[config.mk]
export PLATFORM = sky130hd
export DESIGN_NAME = irq_dual_cpu_ctrl
export DESIGN_NICKNAME = d
export VERILOG_FILES = /design/src/rtl/irq_dc_pkg.sv /design/src/rtl/irq_src_capture.sv /design/src/rtl/irq_addr_decode.sv /design/src/rtl/irq_mask_bank.sv /design/src/rtl/irq_dual_cpu_ctrl.sv
export SDC_FILE = /design/constraint.sdc
export NUM_CORES = 1
export LEC_CHECK = 0
export ABC_AREA = 1
export BUFFER_PORTS_ARGS = -buffer_cell sky130_fd_sc_hd__buf_2
export CAP_MARGIN = 25
export CORE_MARGIN = 2
export CORE_UTILIZATION = 57
export DETAILED_ROUTE_END_ITERATION = 8
export HOLD_SLACK_MARGIN = 0.12
export PLACE_DENSITY = 0.79
export SETUP_SLACK_MARGIN = 0.1
export SKIP_CTS_REPAIR_TIMING = 1
export SYNTH_ARGS = -nofsm -noshare
export SYNTH_HDL_FRONTEND = slang
export SYNTH_SLANG_ARGS = --single-unit
export TNS_END_PERCENT = 50
[constraint.sdc]
create_clock -name clk -period 1.3 [get_ports clk]
set_input_delay 0.065 -clock clk [delete_from_list [all_inputs] [get_ports clk]]
set_output_delay 0.065 -clock clk [all_outputs]
set_load 0.02 [all_outputs]
[src/rtl/irq_dc_pkg.sv]
// Package: shared constants, register kind encoding and slot arithmetic for
// the dual-CPU interrupt status/mask controller.
package irq_dc_pkg;

    localparam int WORD_W = 32;
    localparam int NUM_CPU = 2;

    typedef enum logic {
        KIND_STATUS = 1'b0,
        KIND_MASK   = 1'b1
    } reg_kind_e;

    // Lowest source index held in an address slot; high word at low slot.
    function automatic int slot_base(input int slot, input int words);
        return (slot ^ (words - 1)) * WORD_W;
    endfunction

endpackage

[src/rtl/irq_src_capture.sv]
// Module: irq_src_capture
// Registers the source levels into the shared status vector. Positions in
// the cascade window are taken from the external lines when cascading is on.
// Assumes: EXT_LO <= EXT_HI < NUM_SRC; inputs are already synchronous.
module irq_src_capture #(
    parameter int NUM_SRC    = 64,
    parameter bit CASCADE_EN = 1'b1,
    parameter int EXT_LO     = 40,
    parameter int EXT_HI     = 43,
    localparam int EXT_N     = EXT_HI - EXT_LO + 1
) (
    input  logic               clk,
    input  logic               rst_n,
    input  logic [NUM_SRC-1:0] int_src,
    input  logic [EXT_N-1:0]   ext_line,
    output logic [NUM_SRC-1:0] status_q
);

    logic [NUM_SRC-1:0] level_sel;

    // Per-bit source selection between internal input and external line.
    for (genvar i = 0; i < NUM_SRC; i++) begin : g_sel
        if (CASCADE_EN && (i >= EXT_LO) && (i <= EXT_HI)) begin : g_ext
            logic unused_int_bit;
            assign unused_int_bit = int_src[i];
            assign level_sel[i]   = ext_line[i - EXT_LO];
        end else begin : g_int
            assign level_sel[i] = int_src[i];
        end
    end

    // Status register: sampled level of every source, cleared in reset.
    always_ff @(posedge clk) begin
        if (!rst_n) status_q <= '0;
        else        status_q <= level_sel;
    end

endmodule

[src/rtl/irq_addr_decode.sv]
// Module: irq_addr_decode
// Splits a word address into processor, register kind and slot fields.
// Assumes: WORDS is a power of two; layout is cpu, then kind, then slot.
module irq_addr_decode
    import irq_dc_pkg::*;
#(
    parameter int WORDS  = 2,
    parameter int ADDR_W = 4,
    localparam int SLOT_W = (WORDS > 1) ? $clog2(WORDS) : 1
) (
    input  logic [ADDR_W-1:0] addr,
    output logic              hit,
    output logic              cpu_sel,
    output reg_kind_e         kind,
    output logic [SLOT_W-1:0] slot
);

    localparam int IMPL = 4 * WORDS;

    // Field extraction by arithmetic on the word address.
    always_comb begin
        int a;
        a       = int'(addr);
        hit     = (a < IMPL);
        cpu_sel = ((a / (2 * WORDS)) % 2) == 1;
        kind    = (((a / WORDS) % 2) == 1) ? KIND_MASK : KIND_STATUS;
        slot    = SLOT_W'(a % WORDS);
    end

endmodule

[src/rtl/irq_mask_bank.sv]
// Module: irq_mask_bank
// One processor's mask vector and its registered request output.
// Assumes: wr_en is already qualified for this processor's mask words.
module irq_mask_bank
    import irq_dc_pkg::*;
#(
    parameter int NUM_SRC = 64,
    localparam int WORDS  = NUM_SRC / WORD_W,
    localparam int SLOT_W = (WORDS > 1) ? $clog2(WORDS) : 1
) (
    input  logic               clk,
    input  logic               rst_n,
    input  logic               wr_en,
    input  logic [SLOT_W-1:0]  slot,
    input  logic [WORD_W-1:0]  wdata,
    input  logic [NUM_SRC-1:0] status,
    output logic [NUM_SRC-1:0] mask_q,
    output logic               req_q
);

    // One 32-bit mask slice per address slot.
    for (genvar w = 0; w < WORDS; w++) begin : g_slot
        localparam int BASE = slot_base(w, WORDS);
        // Slice update on a write to this slot.
        always_ff @(posedge clk) begin
            if (!rst_n)
                mask_q[BASE +: WORD_W] <= '0;
            else if (wr_en && (int'(slot) == w))
                mask_q[BASE +: WORD_W] <= wdata;
        end
    end

    // Request: any source both pending and enabled.
    always_ff @(posedge clk) begin
        if (!rst_n) req_q <= 1'b0;
        else        req_q <= |(status & mask_q);
    end

endmodule

[src/rtl/irq_dual_cpu_ctrl.sv]
// Module: irq_dual_cpu_ctrl
// Top: shared status, two mask banks, register read mux and requests.
// Assumes: NUM_SRC is 32 or 64; register bus is single-cycle write,
// one-cycle-latency read with no handshake.
module irq_dual_cpu_ctrl
    import irq_dc_pkg::*;
#(
    parameter int NUM_SRC    = 64,
    parameter bit CASCADE_EN = 1'b1,
    parameter int EXT_LO     = 40,
    parameter int EXT_HI     = 43,
    localparam int EXT_N     = EXT_HI - EXT_LO + 1,
    localparam int WORDS     = NUM_SRC / WORD_W,
    localparam int ADDR_W    = $clog2(4 * WORDS) + 1
) (
    input  logic               clk,
    input  logic               rst_n,
    input  logic [NUM_SRC-1:0] int_src,
    input  logic [EXT_N-1:0]   ext_line,
    input  logic               reg_we,
    input  logic [ADDR_W-1:0]  reg_addr,
    input  logic [WORD_W-1:0]  reg_wdata,
    output logic [WORD_W-1:0]  reg_rdata,
    output logic [NUM_CPU-1:0] irq_req
);

    localparam int SLOT_W = (WORDS > 1) ? $clog2(WORDS) : 1;

    logic [NUM_SRC-1:0] status_q;
    logic [NUM_SRC-1:0] mask_q [NUM_CPU];
    logic               dec_hit;
    logic               dec_cpu;
    reg_kind_e          dec_kind;
    logic [SLOT_W-1:0]  dec_slot;
    logic [NUM_CPU-1:0] bank_we;

    irq_src_capture #(
        .NUM_SRC   (NUM_SRC),
        .CASCADE_EN(CASCADE_EN),
        .EXT_LO    (EXT_LO),
        .EXT_HI    (EXT_HI)
    ) u_capture (
        .clk     (clk),
        .rst_n   (rst_n),
        .int_src (int_src),
        .ext_line(ext_line),
        .status_q(status_q)
    );

    irq_addr_decode #(
        .WORDS (WORDS),
        .ADDR_W(ADDR_W)
    ) u_decode (
        .addr   (reg_addr),
        .hit    (dec_hit),
        .cpu_sel(dec_cpu),
        .kind   (dec_kind),
        .slot   (dec_slot)
    );

    // One mask bank per processor, each with its own write qualifier.
    for (genvar c = 0; c < NUM_CPU; c++) begin : g_cpu
        assign bank_we[c] = reg_we && dec_hit && (dec_kind == KIND_MASK)
                            && (dec_cpu == c[0]);
        irq_mask_bank #(
            .NUM_SRC(NUM_SRC)
        ) u_bank (
            .clk   (clk),
            .rst_n (rst_n),
            .wr_en (bank_we[c]),
            .slot  (dec_slot),
            .wdata (reg_wdata),
            .status(status_q),
            .mask_q(mask_q[c]),
            .req_q (irq_req[c])
        );
    end

    // Read mux: registered word from status or selected mask, zero if unmapped.
    always_ff @(posedge clk) begin
        if (!rst_n) begin
            reg_rdata <= '0;
        end else if (!dec_hit) begin
            reg_rdata <= '0;
        end else if (dec_kind == KIND_STATUS) begin
            reg_rdata <= status_q[slot_base(int'(dec_slot), WORDS) +: WORD_W];
        end else begin
            reg_rdata <= mask_q[dec_cpu][slot_base(int'(dec_slot), WORDS) +: WORD_W];
        end
    end

endmodule

-- Word level (Yosys, flattened, before mapping)
Index checks and enable logic that the tools add are counted.
- $lt $le $gt $ge: 2
- shift-type cells: 2
- muxes and demuxes: 5
- bitwise logic cells: 6
- reduce and logical (&&, ||, !) cells: 11
- operator list (kind ; count):
    two-way mux 64 bit ; 3
    AND 64 bit ; 2
    OR reduction 64 bit ; 2
    variable part select 64 x 7 -> 32 bit ; 2
    two-way mux 32 bit ; 1
    logical AND 1 bit ; 8
    < comparator 4 bit, second input constant ; 1
    inverter 1 bit ; 3
    >= comparator 2 bit, second input constant ; 1
    inverter 1 -> 2 bit ; 1
    AND reduction 2 bit ; 1
    two-way mux 1 bit ; 1
- flip-flop bits (word level): 226
- bits of input ports: 107
- output and inout port bits: 34
- word-level logic and storage cells: 34

-- Longest topological paths before layout
Gate-level depths: netlist of the first run.
- depth after elaboration: 6
- mapped depth: 8
- gate-level depth less buffers: 8

-- Cells and area by module
Synthesis of the first run repeated with hierarchy kept, for this count alone.
- cell total of the unflattened synthesis: 1549
- area, all modules: 10199.8 µm²
- modules (own cells, without submodules) (module ; times used ; cells each ; area an instance (µm²) ; sequential area each (µm²)):
    irq_mask_bank ; 2 ; 410 ; 2753.9 ; 1301.2
    irq_dual_cpu_ctrl ; 1 ; 526 ; 2825.2 ; 640.6
    irq_src_capture ; 1 ; 199 ; 1840.5 ; 1281.2
    irq_addr_decode ; 1 ; 4 ; 26.3 ; 0.0

-- Worst setup path after synthesis of the first run
OpenSTA, ideal clock, no wires.
- path type: input to register
- from: in reg_addr[2]
- to: reg reg_rdata[23]
- setup time: 0.116 ns
- arrival: 0.865 ns
- data required time: 1.184 ns
- setup slack: 0.318 ns
- stages: 7
- buffers on the path: 3
- path through: buf_6 buf_4 buf_2 o211ai_1 o211ai_1 o211ai_1 inv_1
- cells in the longest elaborated chain, start to end: 6
- elaborated cells on any way between the ends: 8
- classes of those cells: order compare: 1; shift: 1; mux: 4; bitwise: 1; reduce/logical: 1
- ends and longest elaborated chain (what ; line ; RTL):
    start, declared ; irq_dual_cpu_ctrl.sv:21 ; input logic [ADDR_W-1:0] reg_addr,
    inverter 1 -> 2 bit (not written as such) ; irq_dual_cpu_ctrl.sv:88 ; reg_rdata <= mask_q[dec_cpu][slot_base(int'(dec_slot), WORDS) +: WORD_W];
    two-way mux 64 bit (not written as such) (3 in a row) ; irq_dual_cpu_ctrl.sv:88 ;
    variable part select 64 x 7 -> 32 bit ; irq_dual_cpu_ctrl.sv:88 ;
    two-way mux 32 bit ; irq_dual_cpu_ctrl.sv:85 ; end else if (dec_kind == KIND_STATUS) begin
    end signal, assigned ; irq_dual_cpu_ctrl.sv:86 ; reg_rdata <= status_q[slot_base(int'(dec_slot), WORDS) +: WORD_W];
    end signal, assigned ; irq_dual_cpu_ctrl.sv:88 ;
    end, declared ; irq_dual_cpu_ctrl.sv:23 ; output logic [WORD_W-1:0] reg_rdata,
Several ways; a longest one is shown, not always the timed one. The select of a mux whose other input is x is not followed.
A chain may end at the register's enable or synchronous reset.

-- Final worst setup path of the first run
- from: reg u_capture.status_q[60]
- to: reg g_cpu[0].u_bank.req_q
- cells in the longest elaborated chain, start to end: 2
- ends and longest elaborated chain (what ; line ; RTL):
    start, declared ; irq_src_capture.sv:16 ; output logic [NUM_SRC-1:0] status_q
    start signal, assigned ; irq_src_capture.sv:35 ; else status_q <= level_sel;
    AND 64 bit ; irq_mask_bank.sv:36 ; else req_q <= |(status & mask_q);
    OR reduction 64 bit ; irq_mask_bank.sv:36 ;
    end signal, assigned ; irq_mask_bank.sv:36 ;
    end, declared ; irq_mask_bank.sv:18 ; output logic req_q
No other way between the ends.

==> results of run 1 <==
worst paths after layout:
path / start / endpoint / slack [ns] / cells after the start
setup / recovery: u_capture.status_q[60] / g_cpu[0].u_bank.req_q / 0.07 / 8
hold / removal: rst_n / g_cpu[0].u_bank.mask_q[15] / 0.08 / 4
setup reg to reg: u_capture.status_q[60] / g_cpu[0].u_bank.req_q / 0.07 / 8
hold reg to reg: g_cpu[0].u_bank.mask_q[3] / g_cpu[0].u_bank.mask_q[3] / 0.46 / 2
final cells by class:
class | instances | area (um2) | area share (%)
Clock buffer | 35 | 753 | 5.66
Inverter | 196 | 736 | 5.53
Tap cell | 220 | 275 | 2.07
Antenna cell | 1 | 2.50 | 0.0188
Timing Repair Buffer | 321 | 2650 | 19.9
Multi-Input combinational cell | 903 | 4200 | 31.6
Sequential cell | 226 | 4550 | 34.2
Clock inverter | 8 | 140 | 1.05
power groups by stage:
stage | Clock [W] | Sequential, W | Combinational [W]
final | 0.00760 | 0.00737 | 0.00191
after global routing | 0.00793 | 0.00739 | 0.00207
after CTS | 0.00762 | 0.00736 | 0.00143
after detailed placement | 0 | 0.00750 | 0.00141
after global placement | 0 | 0.00750 | 0.00139
after floorplan | 0 | 0.00751 | 0.000844
kinds of logic after synthesis:
group / after synthesis / synth area share, %
AOI/OAI and AO/OA: 352 / 20.5
buffers and inverters: 281 / 11.5
DFF: 226 / 46.4
and+or+nand+nor: 551 / 21.5
worst reg2reg max path, stage by stage, from the launching register on:
cell	delay, ns
dfxtp_1	0.34
nand2_1	0.09
nand2_1	0.09
nor2_2	0.13
nand2_1	0.06
nor2_1	0.14
nand2_1	0.11
nor2_1	0.11
nor2_1	0.05
state kept, by name, summed over array words and instances (netlist names):
name,flops
reg_rdata,32
g_cpu.u_bank.req_q,2
g_cpu.u_bank.mask_q,128
u_capture.status_q,64
layout by cell type (no fill, tap or decap), drive strengths merged:
master and n:
dfxtp 226, clkbuf 35, o21ai 160, buf 166
nand3 4, inv 196, nor2 238, dlygate4sd3 155
o211ai 96, diode 1, a21oi 96, nand2 309
clkinv 4, bufinv 4
routing by layer:
| metal | GRT usage [%] | wire (um) | up-vias |
|---|---|---|---|
| li1 | - | - | 4973 |
| met1 | 38.8 | 12000 | 4592 |
| met2 | 47.7 | 15100 | 688 |
| met3 | 4.17 | 2980 | 150 |
| met4 | 9.47 | 1430 | 0 |
| met5 | 0 | 0 | - |
per-stage QoR:
step	hold slack, ns	setup WS (ns)	utilization, %
after global placement	0.244	0.112	64.3
after floorplan	0.163	0.318	-
final	0.0803	0.0655	79.9
after global routing	0.110	0.0143	79.9
after CTS	-0.286	0.0966	69.7
after detailed placement	0.249	0.0806	64.3
==> results.sh, run 1 <==
export IMPL_status="finished, final reports clean"
export IMPL_cts_buffers=24
export IMPL_initial_core_util_pct=58.6
export IMPL_netlist_top_cells_count="nand2_1, nor2_1, dfxtp_1"
export IMPL_grt_usage_pct=28.8
export IMPL_hold_violations=0
export IMPL_yosysWarnings=0
export IMPL_setup_worst_path_end_class="flip-flop"
export IMPL_grt_max_degree=71
export IMPL_tns_ns=0
export IMPL_finalPower_w=0.0169
export IMPL_placed_area_um2=10700
export IMPL_synth_largest_area_cell="dfxtp_1"
export IMPL_totalWireLength_mm=31.6
export IMPL_row_count=47
export IMPL_drive_gt1_share_pct=15.7
export IMPL_avgSynthCellArea_um2=6.91
export IMPL_dp_hpwl_mm=17.1
export IMPL_switching_share_pct=23.9
export IMPL_internal_power_w=0.0128
export IMPL_yosysMostFrequentCell="nand2_1"
export IMPL_pwr_share_seq_pct=43.7
export IMPL_fmax_ghz=0.810
export IMPL_dr_pass1_iters=8
export IMPL_synth_edf_count=0
export IMPL_power_leakage_nw=6.26
export IMPL_timing_final_max_slew_violations=0
export IMPL_pwr_share_clk_pct=45.0
export IMPL_ant_nets=0
export IMPL_fin_nets=1779
export IMPL_synthArstFlopShare_pct=0
export IMPL_cts_tree="yes"
export IMPL_clk_latency_ns=0.51
export IMPL_critPathSlowestCell="dfxtp_1"
export IMPL_syn_to_final_growth_pct=36.5
export IMPL_yosysTopAreaCellShare_pct=46.4
export IMPL_drc=0
export IMPL_maxSlewHeadroom_pct=70.2
export IMPL_wire_per_inst_um=16.5
export IMPL_pwr_share_comb_pct=11.3
export IMPL_cts_buffer_depth=3
export IMPL_vias_per_cell=5.45
export IMPL_crit_fanout=3
export IMPL_fin_crit_ns=1.23
export IMPL_p_switching_w=0.00404
export IMPL_die_y_um=135
export IMPL_min_path_type="in -> reg"
export IMPL_vias=10400
export IMPL_seq_area_frac_synth_pct=46.4
export IMPL_rsz0062_at_grt="yes"
export IMPL_drt_iter0_markers=1088
export IMPL_ys_types=15
export IMPL_path_class="reg -> reg"
export IMPL_cp_arrival_ns=1.64
export IMPL_dp_cells=1709
export IMPL_cpMostUsedCell="nand2_1"
export IMPL_numClockSinks=226
export IMPL_clk_pin_slew_ns=0.06
export IMPL_post_route_period_util_pct=95.0
export IMPL_htreeDepth=1
export IMPL_cap_violations=0
export IMPL_die_w_um=135
export IMPL_synth_flop_cell="dfxtp_1"
export IMPL_core_area_um2=16600
export IMPL_synth_area_leaders="dfxtp_1, nand2_1, nor2_1, o21ai_0, inv_1"
export IMPL_cp_cell_sequence="nand2_1 -> nand2_1 -> nor2_2 -> nand2_1 -> nor2_1 -> nand2_1 -> nor2_1 -> nor2_1"
export IMPL_setup_viol=0
export IMPL_root_buffer="clkbuf_16"
export IMPL_final_area_um2=13300
export IMPL_worstMarginPinSlew_ns=0.447
export IMPL_power_density_nw_per_um2=1270
export IMPL_fill_cells=1047
export IMPL_ys_seq_elements=226
export IMPL_syn_cell_area_um2=9750
export IMPL_ios=141
export IMPL_vdd_ir_drop_max_v=0.00103
export IMPL_synth_fp_nets=1517
export IMPL_antenna_found_initial=1
export IMPL_crit_buf_inv=0
export IMPL_slowest_delay_ns=0.34
export IMPL_routabilityCongestion=0.952
export IMPL_worst_setup_path_start_kind="flip-flop"
export IMPL_port_buffers=136
export IMPL_overflow=0
export IMPL_synth_cells=1410
export IMPL_final_cells=1910
export IMPL_crit_family="simple AND/OR/NAND/NOR gates"
export IMPL_grt_pass1_wl_mm=42.0
export IMPL_required_ns=1.71
export IMPL_finClkSkew_ns=0.00503
export IMPL_die_area_um2=18200
export IMPL_grt_pass1_vias=8391
No activity file was read; power rests on OpenSTA's default activity.
==> run 2: changes to the inputs <==
--- a/config.mk
+++ b/config.mk
@@ -9,10 +9,11 @@
 export BUFFER_PORTS_ARGS = -buffer_cell sky130_fd_sc_hd__buf_2
 export CAP_MARGIN = 25
 export CORE_MARGIN = 2
-export CORE_UTILIZATION = 57
+export CORE_UTILIZATION = 59
+export CTS_BUF_LIST = sky130_fd_sc_hd__clkbuf_8
 export DETAILED_ROUTE_END_ITERATION = 8
 export HOLD_SLACK_MARGIN = 0.12
-export PLACE_DENSITY = 0.79
+export PLACE_DENSITY = 0.81
 export SETUP_SLACK_MARGIN = 0.1
 export SKIP_CTS_REPAIR_TIMING = 1
 export SYNTH_ARGS = -nofsm -noshare
==> run 2 against run 1 <==
Against the previous run: global-route usage grew 0.62 points; hold slack improved by 0.015 ns; fmax increased by 2.8%; design area decreased by 1.9%; via count up 1.1%; utilization up 1.6 points; final cell count grew 0.31%; sequential power hardly changed; sequential share of layout area up 0.63 points; critical endpoint is now g_cpu[1].u_bank.req_q; non-clock buffer count shrank 16; setup slack improved by 0.034 ns; die area fell by 3.3%.
==> results.sh, run 2 (synthesis results as in run 1) <==
export IMPL_drc=0
export IMPL_syn_to_final_growth_pct=33.9
export IMPL_grt_pass1_wl_mm=41.9
export IMPL_reg2reg_from="u_capture.status_q[57]"
export IMPL_htreeDepth=2
export IMPL_vdd_ir_drop_max_v=0.000872
export IMPL_rsz0062_at_grt="yes"
export IMPL_routabilityCongestion=0.940
export IMPL_clk_pin_slew_ns=0.07
export IMPL_cap_violations=0
export IMPL_tns_ns=0
export IMPL_cts_buffer_depth=3
export IMPL_fmax_ghz=0.833
export IMPL_drt_iter0_markers=1324
export IMPL_totalWireLength_mm=31.9
export IMPL_maxSlewHeadroom_pct=74.5
export IMPL_port_buffers=136
export IMPL_n_antenna_cell=0
export IMPL_cts_buffers=39
export IMPL_largest_reg_flops=128
export IMPL_r2r_end="g_cpu[1].u_bank.req_q"
export IMPL_power_density_nw_per_um2=1230
export IMPL_row_count=46
export IMPL_overflow=0
export IMPL_fin_nets=1778
export IMPL_timing_final_max_slew_violations=0
export IMPL_antenna_found_initial=0
export IMPL_vias=10500
export IMPL_post_route_period_util_pct=92.4
export IMPL_initial_core_util_pct=60.9
export IMPL_path_class="reg -> reg"
export IMPL_fin_crit_ns=1.20
export IMPL_final_common_cell="nand2_1"
export IMPL_die_area_um2=17600
export IMPL_dp_hpwl_mm=17.2
export IMPL_setup_worst_path_end_class="flip-flop"
export IMPL_die_y_um=133
export IMPL_root_buffer="clkbuf_8"
export IMPL_timing_reg2reg_setup_slack_ns=0.1
export IMPL_whs_ns=0.0953
export IMPL_hold_violations=0
export IMPL_crit_fanout=3
export IMPL_grt_max_degree=85
export IMPL_status="finished, final reports clean"
export IMPL_vias_per_cell=5.49
export IMPL_ios=141
export IMPL_cp_arrival_ns=1.63
export IMPL_die_w_um=133
export IMPL_regMostFlops="g_cpu.u_bank.mask_q"
export IMPL_cts_tree="yes"
export IMPL_drive_gt1_share_pct=16.4
export IMPL_min_to="g_cpu[1].u_bank.mask_q[41]"
export IMPL_min_path_cells=4
export IMPL_clk_latency_ns=0.55
export IMPL_numClockSinks=226
export IMPL_worst_setup_path_start_kind="flip-flop"
export IMPL_worstMarginPinSlew_ns=0.383
export IMPL_power_leakage_nw=6.25
export IMPL_ant_nets=0
export IMPL_wire_per_inst_um=16.6
export IMPL_hold_path_startpoint="rst_n"
export IMPL_grt_pass1_vias=8637
export IMPL_reg_largest_list="g_cpu.u_bank.mask_q x128, u_capture.status_q x64, reg_rdata x32"
export IMPL_core_area_um2=16000
export IMPL_layout_common_cells="nand2_1, nor2_1, dfxtp_1"
export IMPL_min_path_type="in -> reg"
export IMPL_dr_pass1_iters=6
export IMPL_r2r_cells=8
export IMPL_grt_usage_pct=29.4
export IMPL_required_ns=1.73
export IMPL_finClkSkew_ns=0.0172
export IMPL_setup_viol=0
## run 2: per-stage QoR
stage                     cells  setup slack, ns  utilization (%)  instance area [um2]  power, W
after floorplan            1410            0.318                -                 9750   0.00836
after global placement     1709           0.0770             67.1                10700   0.00888
after detailed placement   1709           0.0438             67.1                10700   0.00892
after CTS                  1779            0.109             72.4                11600    0.0156
after global routing       1916           0.0520             81.6                13100    0.0166
final                      1916           0.0993             81.6                13100    0.0161
## run 2: worst max path at each step
stage | from | end | depth (start not counted)
finish | u_capture.status_q[57] | g_cpu[1].u_bank.req_q | 8
global route | rst_n | reg_rdata[4] | 7
CTS | u_capture.status_q[20] | g_cpu[0].u_bank.req_q | 8
detailed placement | reg_addr[2] | reg_rdata[10] | 7
global placement | reg_addr[2] | reg_rdata[10] | 7
floorplan | reg_addr[2] | reg_rdata[23] | 7
## run 2: area by class of cell
cell class / count / area (um2)
tap: 216 / 270
inverter: 196 / 736
fill: 1042 / 2950
clock inverter: 16 / 100
timing repair buffer: 305 / 2470
multi-input combinational: 903 / 4190
clock buffer: 54 / 743
sequential: 226 / 4540
## run 2: worst max-delay path: stages (launching register included)
cell and delay, ns:
dfxtp_1 0.33, nand2_1 0.07, nand2_1 0.09, nor2_1 0.23, nand2_1 0.07, nor2_1 0.10, nand2_1 0.06, nor2_1 0.09
nor2_1 0.04
## run 2: power breakdown
part	switching (W)	internal [W]	leakage, nW	total [W]
combinational	0.00104	0.000822	3.92	0.00186
clock	0.00294	0.00390	0.471	0.00684
sequential	0.000184	0.00719	1.85	0.00737
## run 2: routing by layer
| metal | track usage [%] | vias up | share of wire, % |
|---|---|---|---|
| met5 | 0 | - | 0 |
| met3 | 5.25 | 122 | 9.7 |
| met1 | 38.5 | 4771 | 38 |
| met4 | 13.4 | 0 | 4.1 |
| li1 | - | 4983 | - |
| met2 | 47.6 | 646 | 48 |
